File: config.mk
export PLATFORM = sky130hd
export DESIGN_NAME = extirq_ctrl
export DESIGN_NICKNAME = d
export VERILOG_FILES = /design/src/rtl/extirq_pkg.sv /design/src/rtl/extirq_pin_det.sv /design/src/rtl/extirq_regs.sv /design/src/rtl/extirq_ctrl.sv
export SDC_FILE = /design/constraint.sdc
export NUM_CORES = 1
export LEC_CHECK = 0
export BUFFER_PORTS_ARGS = -buffer_cell sky130_fd_sc_hd__buf_2
export CAP_MARGIN = 20
export CORE_ASPECT_RATIO = 2
export CORE_MARGIN = 8
export CORE_UTILIZATION = 36
export DETAILED_ROUTE_END_ITERATION = 10
export SETUP_SLACK_MARGIN = 0.2
export SLEW_MARGIN = 0
export SYNTH_ARGS = -nofsm -noshare
export SYNTH_HDL_FRONTEND = slang
export SYNTH_SLANG_ARGS = --single-unit
File: constraint.sdc
create_clock -name clk -period 4.5 [get_ports clk]
set_input_delay 0.225 -clock clk [delete_from_list [all_inputs] [get_ports clk]]
set_output_delay 0.225 -clock clk [all_outputs]
set_load 0.005 [all_outputs]
File: src/rtl/extirq_pkg.sv
package extirq_pkg;
  localparam int MAX_PINS = 8;
  localparam int PRIO_W   = 4;
  localparam int ADDR_W   = 3;
  localparam int DATA_W   = 32;

  localparam logic [ADDR_W-1:0] A_SENSE = 3'd0;
  localparam logic [ADDR_W-1:0] A_PRIO  = 3'd1;
  localparam logic [ADDR_W-1:0] A_PEND  = 3'd2;
  localparam logic [ADDR_W-1:0] A_MSET  = 3'd3;
  localparam logic [ADDR_W-1:0] A_MCLR  = 3'd4;

  typedef enum logic [3:0] {
    TRIG_FALL = 4'd0,
    TRIG_RISE = 4'd1,
    TRIG_LOW  = 4'd2,
    TRIG_HIGH = 4'd3,
    TRIG_BOTH = 4'd4
  } trig_e;
endpackage

File: src/rtl/extirq_pin_det.sv
module extirq_pin_det
  import extirq_pkg::*;
#(
  parameter int SENSE_W = 4
) (
  input  logic               clk,
  input  logic               rst_n,
  input  logic               pin_i,
  input  logic [SENSE_W-1:0] mode_i,
  output logic               ev_o
);
  logic meta_q, sync_q, prev_q;
  logic meta_n, sync_n, prev_n;
  logic [3:0] mode4;

  always_comb begin
    meta_n = pin_i;
    sync_n = meta_q;
    prev_n = sync_q;
  end

  always_ff @(posedge clk or negedge rst_n) begin
    if (!rst_n) begin
      meta_q <= 1'b0;
      sync_q <= 1'b0;
      prev_q <= 1'b0;
    end else begin
      meta_q <= meta_n;
      sync_q <= sync_n;
      prev_q <= prev_n;
    end
  end

  always_comb begin
    mode4 = '0;
    mode4[SENSE_W-1:0] = mode_i;
    case (mode4)
      TRIG_FALL: ev_o = prev_q & ~sync_q;
      TRIG_RISE: ev_o = ~prev_q & sync_q;
      TRIG_LOW:  ev_o = ~sync_q;
      TRIG_HIGH: ev_o = sync_q;
      TRIG_BOTH: ev_o = prev_q ^ sync_q;
      default:   ev_o = 1'b0;
    endcase
  end

  // an edge-mode event only follows a real transition of the synchronised pin
  p_rise_edge_r3: assert property (@(posedge clk) disable iff (!rst_n)
    (mode4 == TRIG_RISE && ev_o) |-> (sync_q && !$past(sync_q)));
  p_fall_edge_r3: assert property (@(posedge clk) disable iff (!rst_n)
    (mode4 == TRIG_FALL && ev_o) |-> (!sync_q && $past(sync_q)));
  // codes above the either-edge code never produce an event
  p_bad_code_r3: assert property (@(posedge clk) disable iff (!rst_n)
    (mode4 > 4'd4) |-> !ev_o);
endmodule

File: src/rtl/extirq_regs.sv
module extirq_regs
  import extirq_pkg::*;
#(
  parameter int NPINS     = 8,
  parameter int SENSE_W   = 4,
  parameter int BIT_REG_W = 8
) (
  input  logic                           clk,
  input  logic                           rst_n,
  input  logic [ADDR_W-1:0]              addr_i,
  input  logic                           wr_i,
  input  logic [DATA_W-1:0]              wdata_i,
  output logic [DATA_W-1:0]              rdata_o,
  input  logic [NPINS-1:0]               ev_i,
  output logic [NPINS-1:0][SENSE_W-1:0]  modes_o,
  output logic [NPINS-1:0]               enable_o
);
  localparam int SENSE_BITS = MAX_PINS * SENSE_W;
  localparam int PRIO_BITS  = MAX_PINS * PRIO_W;

  logic [SENSE_BITS-1:0] sense_q, sense_n;
  logic [PRIO_BITS-1:0]  prio_q, prio_n;
  logic [NPINS-1:0]      mask_q, mask_n;
  logic [NPINS-1:0]      pend_q, pend_n;
  logic                  sense_en, prio_en, pend_wr, mset_wr, mclr_wr;
  logic [NPINS-1:0]      wbits;
  logic [NPINS-1:0]      prio_nz;
  logic [BIT_REG_W-1:0]  pend_view;

  // pin-indexed view of write data and pending flags (pin 0 at the MSB)
  always_comb begin
    wbits     = '0;
    pend_view = '0;
    for (int n = 0; n < NPINS; n++) begin
      wbits[n]                   = wdata_i[BIT_REG_W-1-n];
      pend_view[BIT_REG_W-1-n]   = pend_q[n];
    end
  end

  genvar g;
  generate
    for (g = 0; g < NPINS; g++) begin : g_field
      assign modes_o[g] = sense_q[(MAX_PINS-1-g)*SENSE_W +: SENSE_W];
      assign prio_nz[g] = |prio_q[(MAX_PINS-1-g)*PRIO_W +: PRIO_W];
    end
  endgenerate

  always_comb begin
    sense_en = wr_i && (addr_i == A_SENSE);
    prio_en  = wr_i && (addr_i == A_PRIO);
    pend_wr  = wr_i && (addr_i == A_PEND);
    mset_wr  = wr_i && (addr_i == A_MSET);
    mclr_wr  = wr_i && (addr_i == A_MCLR);
  end

  always_comb begin
    sense_n = sense_q;
    prio_n  = prio_q;
    mask_n  = mask_q;
    if (sense_en) sense_n = wdata_i[SENSE_BITS-1:0];
    if (prio_en)  prio_n  = wdata_i[PRIO_BITS-1:0];
    if (mset_wr)  mask_n  = mask_q | wbits;
    if (mclr_wr)  mask_n  = mask_q & ~wbits;
    pend_n = (pend_wr ? (pend_q & wbits) : pend_q) | ev_i;
  end

  always_ff @(posedge clk or negedge rst_n) begin
    if (!rst_n) begin
      sense_q <= '0;
      prio_q  <= '0;
      mask_q  <= '1;
      pend_q  <= '0;
    end else begin
      if (sense_en) sense_q <= sense_n;
      if (prio_en)  prio_q  <= prio_n;
      if (mset_wr || mclr_wr) mask_q <= mask_n;
      pend_q <= pend_n;
    end
  end

  always_comb begin
    rdata_o = '0;
    case (addr_i)
      A_SENSE: rdata_o[SENSE_BITS-1:0] = sense_q;
      A_PRIO:  rdata_o[PRIO_BITS-1:0]  = prio_q;
      A_PEND:  rdata_o[BIT_REG_W-1:0]  = pend_view;
      default: rdata_o = '0;
    endcase
  end

  assign enable_o = pend_q & ~mask_q & prio_nz;

  // any event is visible as pending on the following edge, even against a clear
  p_event_sets_r5: assert property (@(posedge clk) disable iff (!rst_n)
    (|ev_i) |=> ((pend_q & $past(ev_i)) == $past(ev_i)));
  // an all-zero write with no events empties the pending register
  p_zero_clear_r5: assert property (@(posedge clk) disable iff (!rst_n)
    (pend_wr && wdata_i == '0 && ev_i == '0) |=> (pend_q == '0));
  // mask set and mask release act on the bits written as 1
  p_mask_set_r7: assert property (@(posedge clk) disable iff (!rst_n)
    mset_wr |=> ((mask_q & $past(wbits)) == $past(wbits)));
  p_mask_clr_r7: assert property (@(posedge clk) disable iff (!rst_n)
    mclr_wr |=> ((mask_q & $past(wbits)) == '0));
  // a mask only moves on a mask write
  p_mask_hold_r7: assert property (@(posedge clk) disable iff (!rst_n)
    !(mset_wr || mclr_wr) |=> $stable(mask_q));
endmodule

File: src/rtl/extirq_ctrl.sv
module extirq_ctrl
  import extirq_pkg::*;
#(
  parameter int NPINS     = 8,
  parameter int SENSE_W   = 4,
  parameter int BIT_REG_W = 8
) (
  input  logic              clk,
  input  logic              rst_n,
  input  logic [NPINS-1:0]  pin_i,
  input  logic [2:0]        reg_addr,
  input  logic              reg_wr,
  input  logic [31:0]       reg_wdata,
  output logic [31:0]       reg_rdata,
  output logic              irq_o
);
  logic                          rst_meta_q, rst_sync_q;
  logic                          rst_sync_n;
  logic [NPINS-1:0]              ev;
  logic [NPINS-1:0][SENSE_W-1:0] modes;
  logic [NPINS-1:0]              enable;
  logic                          irq_q, irq_n;

  initial begin
    if (NPINS < 1 || NPINS > MAX_PINS) $error("NPINS out of range");
    if (SENSE_W != 2 && SENSE_W != 4) $error("SENSE_W must be 2 or 4");
    if (BIT_REG_W != 8 && BIT_REG_W != 32) $error("BIT_REG_W must be 8 or 32");
  end

  always_ff @(posedge clk or negedge rst_n) begin
    if (!rst_n) begin
      rst_meta_q <= 1'b0;
      rst_sync_q <= 1'b0;
    end else begin
      rst_meta_q <= 1'b1;
      rst_sync_q <= rst_meta_q;
    end
  end
  assign rst_sync_n = rst_sync_q;

  genvar g;
  generate
    for (g = 0; g < NPINS; g++) begin : g_pin
      extirq_pin_det #(.SENSE_W(SENSE_W)) u_det (
        .clk    (clk),
        .rst_n  (rst_sync_n),
        .pin_i  (pin_i[g]),
        .mode_i (modes[g]),
        .ev_o   (ev[g])
      );
    end
  endgenerate

  extirq_regs #(
    .NPINS     (NPINS),
    .SENSE_W   (SENSE_W),
    .BIT_REG_W (BIT_REG_W)
  ) u_regs (
    .clk      (clk),
    .rst_n    (rst_sync_n),
    .addr_i   (reg_addr),
    .wr_i     (reg_wr),
    .wdata_i  (reg_wdata),
    .rdata_o  (reg_rdata),
    .ev_i     (ev),
    .modes_o  (modes),
    .enable_o (enable)
  );

  always_comb irq_n = |enable;

  always_ff @(posedge clk or negedge rst_sync_n) begin
    if (!rst_sync_n) irq_q <= 1'b0;
    else             irq_q <= irq_n;
  end
  assign irq_o = irq_q;

  // the request is only up when some pin was enabled and pending one edge before
  p_irq_cause_r9: assert property (@(posedge clk) disable iff (!rst_sync_n)
    irq_q |-> $past(|enable));
  p_irq_follow_r9: assert property (@(posedge clk) disable iff (!rst_sync_n)
    (|enable) |=> irq_q);
endmodule

==> impl_results.md, run 1 <==
- Max H-tree Level: 3
- Worst path arrival time: approximately 2300 ps
- Startpoint Class: input pin
- CTS tree: yes
- 1st-iter DRT viols: 127
- Period utilization: 0.458
- Critical path, cell by cell: buf_2 > nor3b_4 > and2_1 > buf_4 > mux2_1
- Kind of critical path: input pin to flop
- Seq/Total Area, Yosys: 0.540
- Clk slew on worst S/H paths: 70 ps
- Top-area cell type share of the netlist area: 0.498
- GR met1 Demand/Resource: 0.161
- Fillers: 1,312
- Slew headroom: 0.424
- Status: finished clean
- Cells after synthesis: roughly 400
- All-Layer GR Usage: 0.129
- Grt total ovfl: 0
- Via count: 3,370
- Crit. Startpoint: reg_addr[0]
- Die area: around 0.018 sq mm
- Via/cell ratio: 5.20
- Number of max-cap violations: 0
- Met3 Resource Use GR: 0.0321
- Crit-path leading delay family: simple AND/OR/NAND/NOR gates
- RSZ-0062 raised after global routing: false
- Mean Syn Cell Area: 12.4 sq um
- Synth cell types: 34
- Share of cells above drive strength 1: 0.295
- Die Wd: 99.1 um
- Vias in the first global route: 3,547
- Hold Startpoint: reg_wdata[25]
- Die height: 182 um
- Worst slew pin tran: about 860 ps
- DRC Markers: 0
- Average wire per standard cell: approximately 17 um
- Antenna violations before repair: 0
- Setup TNS: 0 ps
- Total CTS buffers: 9
- Seq cells post-synth: around 110
- Antenna Cells: 0
- Yosys top cell by area: dfrtp_1
- Sink Count: 107
- Post-DP HPWL: just over 8000 um
- Peak VDD IR: 0.230 mV
- P&R area growth vs syn: 18.8%
- First-pass GRT wire length: 18,600 um
- PwrDens: 432 mW/mm^2
- 1st-pass router iterations: 6
- Static Leakage: 2.72 nW
- Root buffer cell: clkbuf_16
- Worst stage delay on the critical path: 720 ps
- Syn nets: 464
- Port bufs: 78
- Clk_skew: 8.91 ps
- Top Usage Layer GRT: met2
- HP Class: input pin to flop
- Post-layout instance area: 0.00591 sq mm
- Syn. warnings: 0
- CORE AREA: roughly 0.014 sq mm
- Initial Util: 0.362
- Max-slew violations: 0
- Grt met2 use: 0.208
- Worst path slowest cell: and2_1
- Crit-path max FO: 20
- Setup-failing EPs final: 0
- CP bufs+invs: 2
- RD Place Congestion: 0.789
- Site Rows: 61
- Reg-to-reg startpoint: g_pin[7].u_det.prev_n
- Routed wire length: 11,300 um
- Top cells by area, synth: dfrtp_1 50%, mux2_1 7.9%, mux2_2 7.7%
- Clock latency on the worst-skew pair: approximately 340 ps
- CTS Buffer Depth: 2
- NumNets Final: between 500 and 600
- Placed instance area: between 0.005 and 0.006 sq mm
- Final antenna-violating net count: 0
- CP endpoint kind: flop
- Max Fclk: 485 MHz
- Synthesized area: 0.00497 sq mm
- Worst Path Required: 4720 ps
- Minimum clock period: 2060 ps
- Largest net degree at the start of global routing: between 60 and 70
- Number of I/O pins: 79
- Endpoints failing hold: 0
[power breakdown]
group	switching, mW	leakage, nW	internal (mW)
Clock	0.344	0.166	0.520
Combinational	0.166	1.31	0.226
Sequential	0.171	1.24	1.13
[cell type report]
class / count / area (sq um) / area share
Sequential cell: 107 / 2690 / 0.455
Multi-Input combinational cell: 255 / 2090 / 0.354
Tap cell: 157 / 196 / 0.0332
Clock buffer: 11 / 253 / 0.0428
Clock inverter: 5 / 82.6 / 0.0140
Inverter: 21 / 78.8 / 0.0133
Timing Repair Buffer: 92 / 518 / 0.0876
[worst register-to-register path: cells and delay by family (launching register included)]
family | cells | cell delay, ps
AO/OA/AOI/OAI | 1 | 120
adder cells (fa/ha/maj) | 1 | 170
flip-flops | 1 | 410
multiplexers | 1 | 80
AND/OR/NAND/NOR | 1 | 610
[cells in the mapped netlist (all sizes together)]
cell type and n:
nor4b 2, a21oi 28, nor2 30, nor3 1, o21a 1, nor4 10, buf 13, or4b 1
and3b 2, or4 5, dfrtp 99, xor2 2, nand2 10, conb 1, a22oi 5, inv 21
o21ai 10, a22o 24, nand2b 1, dfstp 8, mux2 69, ha 16, nor3b 9, and2 2
nor2b 3, a211o 2, mux2i 15, o311ai 6, clkbuf 6
[cell families (layout without fill, tap and decap cells)]
family	count (synthesis)	count (layout)	synth area share
other	1	1	0.000754
multiplexers	84	84	0.186
flip-flops	107	107	0.540
buffers and inverters	40	129	0.0405
AO/OA/AOI/OAI	76	76	0.104
AND/OR/NAND/NOR	76	76	0.0848
XOR/XNOR	2	2	0.00352
adder cells (fa/ha/maj)	16	16	0.0402
[layer usage]
metal	wire (um)	part of all wire
met5	0	0
met2	5400	0.48
met4	235	0.021
met3	525	0.047
met1	5090	0.45
[placed cells by master (no fill, tap or decap), drive strengths merged, types with 2 or more instances in the layout]
master       instances
or4                  5
a211o                2
nor4b                2
nor2                30
o311ai               6
dlygate4sd3          9
nor3b                9
dfrtp               99
xor2                 2
bufinv               2
and2                 2
dfstp                8
mux2                69
nand2               10
and3b                2
ha                  16
nor4                10
inv                 22
a22oi                5
nor2b                3
mux2i               15
buf                 83
clkbuf              11
o21ai               10
a22o                24
clkinv               2
a21oi               28
[sequential cells by signal, indices dropped and copies added (netlist names), named ones only]
| signal | cells |
|---|---|
| g_pin.u_det.prev_q | 8 |
| u_regs.sense_q | 32 |
| g_pin.u_det.prev_n | 8 |
| u_regs.prio_q | 32 |
| rst_meta_q | 1 |
| rst_sync_n | 1 |
| irq_o | 1 |
| u_regs.pend_q | 8 |
| g_pin.u_det.meta_q | 8 |
[path summary, 6_finish.rpt]
kind,endpoint,slack [ps],depth (start not counted)
max in group asynchronous,u_regs.prio_q[11],3000,1
worst max register to register,u_regs.pend_q[7],2990,4
worst max-delay path,u_regs.prio_q[24],2440,5
min in group asynchronous,rst_sync_n,180,2
worst min-delay path,u_regs.prio_q[25],110,2
worst min register to register,g_pin[3].u_det.prev_n,350,0
[what timing repair did]
| action | 4_1_cts | 5_1_grt |
|---|---|---|
| endpoints found under the setup margin | 0 | 0 |
| resized for setup | 0 | 0 |
| hold endpoints to repair | 10 | 0 |
| hold buffers | 9 | 0 |
| buffers inserted | 0 | 0 |
[through the flow]
step | hold slack, ps | setup slack (ps) | utilization | total power [mW] | cells
2_1_floorplan | -70.6 | 1310 | - | 1.54 | 402
3_3_place_gp | 9.43 | 2110 | 0.399 | 1.70 | 623
3_5_place_dp | 10.9 | 2080 | 0.399 | 1.71 | 623
4_1_cts | 99.1 | 2450 | 0.430 | 2.59 | 648
5_1_grt | 111 | 2310 | 0.430 | 2.69 | 648
6_report | 110 | 2440 | 0.430 | 2.55 | 648
Power figures use the tool's default switching activity.
==> run 2, diff against run 1 <==
- clock period: 4.5 -> 1.8 ns (I/O delays scaled with it)
==> run 2 against run 1 <==
First-iteration DRC count shrank 3.1%. Combinational power grew to 2.8 times the previous value. Clock skew shrank 0.68 ps. Count of clock-buffer cells in the layout shrank 1. Flip-flop and latch count is the same. Cell count grew 5.1%. Design area grew 5.2%. Via count grew 5.8%. Critical path depth grew 1. Sequential share of layout area shrank 2.2 points. Global-route usage grew 0.67 points. Worst setup slack lost 2100 ps. Critical path type is now flop to flop. Largest cell class unchanged. Highest routed layer unchanged.
==> impl_results.md, run 2 (same netlist as run 1, synthesis figures left out) <==
- Endpoints failing hold: 0 (unchanged)
- Max-slew violations: 0 (unchanged)
- First-pass GRT wire length: 19,500 um (was 18,600 um)
- Fillers: 1,296 (was 1,312)
- WHS Path Cells: 2 (unchanged)
- Die Wd: 99.1 um (unchanged)
- Peak VDD IR: 0.450 mV (was 0.230 mV)
- HP Class: input pin to flop (unchanged)
- CORE AREA: 0.0137 sq mm (unchanged)
- Number of max-cap violations: 0 (unchanged)
- Antenna violations before repair: 0 (unchanged)
- Period utilization: 0.821
- Total CTS buffers: 9 (unchanged)
- DRC Markers: 0 (unchanged)
- Share of cells above drive strength 1: 0.298 (was 0.295)
- Pint: 4.56 mW (was 1.87 mW)
- Max Fclk: 677 MHz
- Average wire per standard cell: 17.1 um (was 17.4 um)
- Comb power frac: 0.171 (was 0.153)
- Worst path arrival time: 1700 ps (was 2280 ps)
- Vias in the first global route: 3,771 (was 3,547)
- CP endpoint kind: flop (unchanged)
- Via count: 3,565 (was 3,370)
- Final antenna-violating net count: 0 (unchanged)
- Antenna Cells: 0 (unchanged)
- Initial Util: 0.362 (unchanged)
- CTS tree: yes (unchanged)
- Reg-to-reg startpoint: g_pin[4].u_det.prev_n (was g_pin[7].u_det.prev_n)
- Largest net degree at the start of global routing: 35 (was 63)
- Clk pwr share: 0.315 (was 0.338)
- Final Hold Slack: 7.34 ps (was 110 ps)
- Port bufs: 78 (unchanged)
- Resize count post-CTS: 0 (unchanged)
- CTS Buffer Depth: 2 (unchanged)
- FF-to-FF path depth: 6 (was 4)
- Post-DP HPWL: 8590 um (was 8130 um)
- Kind of critical path: flop to flop (was input pin to flop)
- Hold Startpoint: reg_wdata[9] (was reg_wdata[25])
- P&R area growth vs syn: 25.0% (was 18.8%)
- Crit-path max FO: 5 (was 20)
- Max H-tree Level: 3 (unchanged)
- Critical path, cell by cell: inv_1 > ha_1 > inv_1 > mux2i_1 > or4_1 > o311ai_0 (was buf_2 > nor3b_4 > and2_1 > buf_4 > mux2_1)
- Worst path slowest cell: dfrtp_1 (was and2_1)
- Die area: 0.0181 sq mm (unchanged)
- Clk slew on worst S/H paths: 70 ps (about the same)
- Multi-input logic area: 0.00209 sq mm (unchanged)
- CP dominant cell by count: inv_1
- 1st-pass router iterations: 4 (was 6)
- Net Sw Power: 1.72 mW (was 0.680 mW)
- Setup-failing EPs final: 0 (unchanged)
- Minimum clock period: approximately 1500 ps
- Share of power burned in registers: 0.513 (was 0.508)
- Via/cell ratio: 5.23 (was 5.20)
- Static Leakage: 2.87 nW (was 2.72 nW)
- Clk_skew: 8.23 ps (was 8.91 ps)
- Clock latency on the worst-skew pair: 340 ps (about the same)
- Number of I/O pins: 79 (unchanged)
- 1st-iter DRT viols: 123 (was 127)
- Routed wire length: 11,700 um (was 11,300 um)
- Die height: 182 um (unchanged)
- Switching share of total power: 0.274 (was 0.267)
- Worst stage delay on the critical path: 420 ps (was 720 ps)
- Status: finished clean (unchanged)
- Grt total ovfl: 0 (unchanged)
- Commonest non-fill, non-tap cell in the layout: dfrtp_1 (unchanged)
- Sink Count: 107 (unchanged)
- Setup TNS: 0 ps (unchanged)
- Commonest non-fill, non-tap cells in the layout: 98 x dfrtp_1, 78 x buf_2, 35 x mux2_1, 34 x mux2_2, 31 x dlygate4sd3_1 (was 98 x dfrtp_1, 78 x buf_2, 35 x mux2_1, 34 x mux2_2, 30 x nor2_1)
- Worst Path Required: 2020 ps (was 4720 ps)
- All-Layer GR Usage: 0.136 (was 0.129)
- Startpoint Class: flop (was input pin)
- Crit. Startpoint: g_pin[4].u_det.prev_n (was reg_addr[0])
- Site Rows: 61 (unchanged)
- RSZ-0062 raised after global routing: false (unchanged)
- RD Place Congestion: 0.787 (was 0.789)
- Root buffer cell: clkbuf_16 (unchanged)
- NumNets Final: 581 (was 548)
- Biggest regs: u_regs.prio_q (32), u_regs.sense_q (32) (unchanged)
- PwrDens: 1010 mW/mm^2 (was 432 mW/mm^2)
- Register area: 0.00269 sq mm (unchanged)
-- run 2: power by group through the flow --
| stage | Sequential [mW] | Clock [mW] | Combinational (mW) |
|---|---|---|---|
| after floorplan | 3.15 | 0 | 0.699 |
| after global placement | 3.25 | 0 | 1.01 |
| after detailed placement | 3.27 | 0 | 1.04 |
| after CTS | 3.23 | 2.06 | 1.09 |
| after global routing | 3.30 | 2.13 | 1.21 |
| final | 3.22 | 1.98 | 1.08 |
-- run 2: stage by stage --
stage,util,cells,setup WS [ps],area [sq um],total power [mW]
after global placement,0.408,633,321,5600,4.27
after global routing,0.453,681,203,6220,6.64
final,0.453,681,322,6220,6.28
after CTS,0.452,680,298,6210,6.38
after floorplan,-,402,419,4980,3.85
after detailed placement,0.408,633,300,5600,4.31
-- run 2: final cells by class --
| cell class | instances | share of cell area |
|---|---|---|
| well taps | 157 | 0.0316 |
| multi-input cells | 255 | 0.336 |
| inverters | 21 | 0.0127 |
| clock buffers | 10 | 0.0384 |
| flip-flops and latches | 107 | 0.433 |
| clock inverters | 6 | 0.0101 |
| repair buffers | 125 | 0.138 |
-- run 2: worst max-delay path: cells and delay by family, from the launching register on --
kind / cells / cell delay, ps
AO/OA/AOI/OAI: 1 / 100
flip-flops: 1 / 420
buffers and inverters: 2 / 120
multiplexers: 1 / 50
adder cells (fa/ha/maj): 1 / 280
AND/OR/NAND/NOR: 1 / 390
-- run 2: final timing paths --
check / slack, ps / endpoint
setup / recovery: 320 / u_regs.pend_q[4]
hold / removal: 7 / u_regs.prio_q[9]
setup reg to reg: 320 / u_regs.pend_q[4]
hold reg to reg: 240 / g_pin[7].u_det.prev_q
max in group asynchronous: 920 / asynchronous set/reset pin
min in group asynchronous: 60 / rst_sync_n
-- run 2: layer usage --
| layer | global-route usage | up-vias | share of wire |
|---|---|---|---|
| met3 | 0.0324 | 15 | 0.053 |
| met5 | 0 | - | 0 |
| met4 | 0.0458 | 0 | 0.017 |
| li1 | - | 1688 | - |
| met2 | 0.223 | 93 | 0.50 |
| met1 | 0.171 | 1769 | 0.43 |
-- run 2: repair_timing --
item	4_1_cts	5_1_grt
endpoints found under the setup margin	0	1
hold endpoints to repair	51	0
hold buffers	31	0
setup buffers	0	1
==> run 3, diff against run 2 <==
- ABC_AREA: unset -> 1
- clock period: 1.8 -> 1.2 ns (I/O delays scaled with it)
==> run 3 against run 2 <==
The flow now finishes with violations (setup timing). First-iteration DRC count rose by 63%. Synthesized area rose by 3.4%. Flip-flop and latch count did not move. Count of clock-buffer cells in the layout fell by 1.
==> impl_results.md, run 3 <==
- NumNets Final: 907 (was 581)
- Post-synth ARST share: 1.00 (unchanged)
- Die height: 185 um (was 182 um)
- Syn nets: 703 (was 464)
- Crit-path leading delay family: buffers and inverters (was flip-flops)
- Max H-tree Level: 3 (unchanged)
- CORE AREA: 0.0142 sq mm (was 0.0137 sq mm)
- Final antenna-violating net count: 0 (unchanged)
- Reg2reg end: u_regs.pend_q[6] (was u_regs.pend_q[4])
- Switching share of total power: 0.306 (was 0.274)
- Top cells by area, synth: dfrtp_1 48%, nand2_1 12%, inv_1 8.5% (was dfrtp_1 50%, mux2_1 7.9%, mux2_2 7.7%)
- Post-Synth Simple-Gate Area: 0.209 (was 0.0848)
- Static Leakage: 3.95 nW (was 2.87 nW)
- Count leader, synth: nand2_1 (was dfrtp_1)
- Register area: 0.00269 sq mm (unchanged)
- Number of max-cap violations: 0 (unchanged)
- Seq cells post-synth: 107 (unchanged)
- Commonest cells in the netlist: 171 x nand2_1, 117 x inv_1, 99 x dfrtp_1, 57 x o21ai_0, 42 x nor2_1 (was 99 x dfrtp_1, 35 x mux2_1, 34 x mux2_2, 30 x nor2_1, 28 x a21oi_1)
- Net Sw Power: 3.16 mW (was 1.72 mW)
- First-pass GRT wire length: 23,600 um (was 19,500 um)
- Biggest regs: u_regs.prio_q (32), u_regs.sense_q (32) (unchanged)
- Share of cells above drive strength 1: 0.361 (was 0.298)
- Post-synthesis adder-cell area fraction: 0.0389 (was 0.0402)
- 1st-pass router iterations: 5 (was 4)
- Sink Count: 107 (unchanged)
- Share of power burned in registers: 0.447 (was 0.513)
- CTS Buffer Depth: 2 (unchanged)
- Number of I/O pins: 79 (unchanged)
- Post-DP HPWL: 9680 um (was 8590 um)
- Antenna violations before repair: 0 (unchanged)
- Multi-input logic area: 0.00225 sq mm (was 0.00209 sq mm)
- CTS tree: yes (unchanged)
- Reg-to-reg startpoint: g_pin[6].u_det.prev_n (was g_pin[4].u_det.prev_n)
- Largest family of logic cells by synthesized area: simple AND/OR/NAND/NOR gates (was multiplexers)
- Period utilization: 1.00
- Via count: 4,792 (was 3,565)
- Clock latency on the worst-skew pair: 340 ps (about the same)
- PwrDens: 1360 mW/mm^2 (was 1010 mW/mm^2)
- 1st-iter DRT viols: 201 (was 123)
- Grt total ovfl: 0 (unchanged)
- Worst stage delay on the critical path: 270 ps (was 420 ps)
- Startpoint Class: input pin (was flop)
- Average wire per standard cell: 14.6 um (was 17.1 um)
- Worst setup margin: -1.58 ps (was 322 ps)
- Root buffer cell: clkbuf_16 (unchanged)
- Failing checks: setup timing
- All-Layer GR Usage: 0.164 (was 0.136)
- Post-synth EDFFs: 0 (unchanged)
- FF-to-FF path depth: 7 (was 6)
- Critical path, cell by cell: buf_12 > buf_6 > nor3_4 > bufinv_8 > o211ai_1 > buf_2 (was inv_1 > ha_1 > inv_1 > mux2i_1 > or4_1 > o311ai_0)
- Fillers: 1,305 (was 1,296)
- Antenna Cells: 0 (unchanged)
- Crit. Startpoint: reg_addr[2] (was g_pin[4].u_det.prev_n)
- Kind of critical path: input pin to primary output (was flop to flop)
- Die Wd: 101 um (was 99.1 um)
- Clk slew on worst S/H paths: 70 ps (about the same)
- Post-Synth XOR/XNOR Area: 0 (was 0.00352)
- P&R area growth vs syn: 47.4% (was 25.0%)
- Cells after synthesis: 641 (was 402)
- Port bufs: 78 (unchanged)
- Largest net degree at the start of global routing: 41 (was 35)
- Compound-Gate Fraction of Synth Area: 0.123 (was 0.104)
- Worst Path Required: 1140 ps (was 2020 ps)
- Worst path arrival time: 1140 ps (was 1700 ps)
- Total power: 10.3 mW (was 6.28 mW)
- Mean Syn Cell Area: 8.03 sq um (was 12.4 sq um)
- Pint: 7.16 mW (was 4.56 mW)
- Placed instance area: 0.00592 sq mm (was 0.00560 sq mm)
- Routed wire length: 15,200 um (was 11,700 um)
- Initial Util: 0.362 (about the same)
- Commonest non-fill, non-tap cells in the layout: 159 x nand2_1, 98 x dfrtp_1, 79 x inv_1, 76 x buf_4, 75 x buf_2 (was 98 x dfrtp_1, 78 x buf_2, 35 x mux2_1, 34 x mux2_2, 31 x dlygate4sd3_1)
- Peak VDD IR: 0.718 mV (was 0.450 mV)
- Top-area cell type share of the netlist area: 0.482 (was 0.498)
- HP Class: input pin to asynchronous set/reset pin (was input pin to flop)
- Max-slew violations: 0 (unchanged)
- Endpoints failing hold: 0 (unchanged)
- Setup-failing EPs final: 1 (was 0)
- CP endpoint kind: primary output (was flop)
- RD Place Congestion: 0.834 (was 0.787)
- Syn. warnings: 0 (unchanged)
- Multiplexer share of the synthesized area: 0 (was 0.186)
- Die area: 0.0186 sq mm (was 0.0181 sq mm)
- Minimum clock period: ~1200 ps
- DRC Markers: 0 (unchanged)
- Max Fclk: 832 MHz
- Commonest non-fill, non-tap cell in the layout: nand2_1 (was dfrtp_1)
- CP bufs+invs: 4 (was 2)
- Site Rows: 62 (was 61)
- Yosys top cell by area: dfrtp_1 (unchanged)
- Total CTS buffers: 9 (unchanged)
- Synth cell types: 23 (was 34)
- Worst path slowest cell: bufinv_8 (was dfrtp_1)
- Pre-CTS WS: -131 ps (was 300 ps)
- Synthesized area: 0.00514 sq mm (was 0.00497 sq mm)
- Status: finished with violations (was finished clean)
- Clk pwr share: 0.288 (was 0.315)
- Clk_skew: 4.79 ps (was 8.23 ps)
- Comb power frac: 0.265 (was 0.171)
- Top_reg_cell synth: dfrtp_1 (unchanged)
- Worst reg-to-reg setup slack: 20 ps (was 320 ps)
- Vias in the first global route: 4,841 (was 3,771)
- Seq/Total Area, Yosys: 0.522 (was 0.540)
- Crit-path max FO: 6 (was 5)
- Post-layout instance area: 0.00758 sq mm (was 0.00622 sq mm)
- Via/cell ratio: 4.60 (was 5.23)
- RSZ-0062 raised after global routing: true (was false)
## run 3: cell types whose count changed after synthesis, moves of 23 or more
cell     change
o21ai_1     +34
inv_1       +96
a22o_1      -24
mux2_2      -34
a21oi_1     -23
mux2_1      -35
o21ai_0     +47
nand3_1     +40
nand2_1    +161
## run 3: cell type report
| cell class | count | area share |
|---|---|---|
| Clock inverter | 7 | 0.0101 |
| Timing Repair inverter | 2 | 0.00231 |
| Sequential cell | 107 | 0.355 |
| Tap cell | 192 | 0.0317 |
| Clock buffer | 9 | 0.0297 |
| Inverter | 120 | 0.0615 |
| Multi-Input combinational cell | 396 | 0.297 |
| Timing Repair Buffer | 209 | 0.213 |
## run 3: kinds of logic (layout without fill, tap and decap cells)
group           after synthesis  count (layout)
other cells                   1               1
compound gates              117             117
flops                       107             107
buf+inv                     138             347
simple gates                262             262
fa+ha+maj                    16              16
## run 3: through the flow
step                instances  TNS, ps   util  hold slack, ps
finish                   1042    -1.58  0.534            33.4
global route             1042     -146  0.534            20.6
CTS                      1025        0  0.509            29.2
detailed placement        914     -703  0.417            -150
global placement          914     -201  0.417            -152
floorplan                 641        0      -            -236
## run 3: routing by layer
layer  wire length [um]  GRT usage  up-vias
li1                   -          -     2405
met1               6320      0.193     2251
met2               7900      0.291      120
met3                747     0.0313       16
met4                217     0.0470        0
met5                  0          0        -
## run 3: worst max-delay path by stage
stage	slack (ps)	end	cells past startpoint
5_1_grt	-60	reg_rdata[4]	6
4_1_cts	30	u_regs.pend_q[6]	7
3_3_place_gp	-120	u_regs.pend_q[4]	7
6_report	-2	reg_rdata[4]	6
2_1_floorplan	40	g_pin[0].u_det.meta_q	0
3_5_place_dp	-130	u_regs.pend_q[4]	7
## run 3: power by group through the flow
stage               clock network, mW  registers (mW)  logic [mW]
floorplan                           0            4.61        1.19
detailed placement                  0            4.70        1.75
finish                           2.97            4.62        2.73
global placement                    0            4.69        1.72
global route                     3.20            4.69        3.07
CTS                              3.06            4.59        2.44
## run 3: timing repair
action	CTS	global route
buffers inserted	55	17
resized for setup	75	70
hold buffers	37	0
pin swaps	55	47
endpoints found under the hold margin	55	0
setup endpoints to repair	41	41
gates cloned	3	0
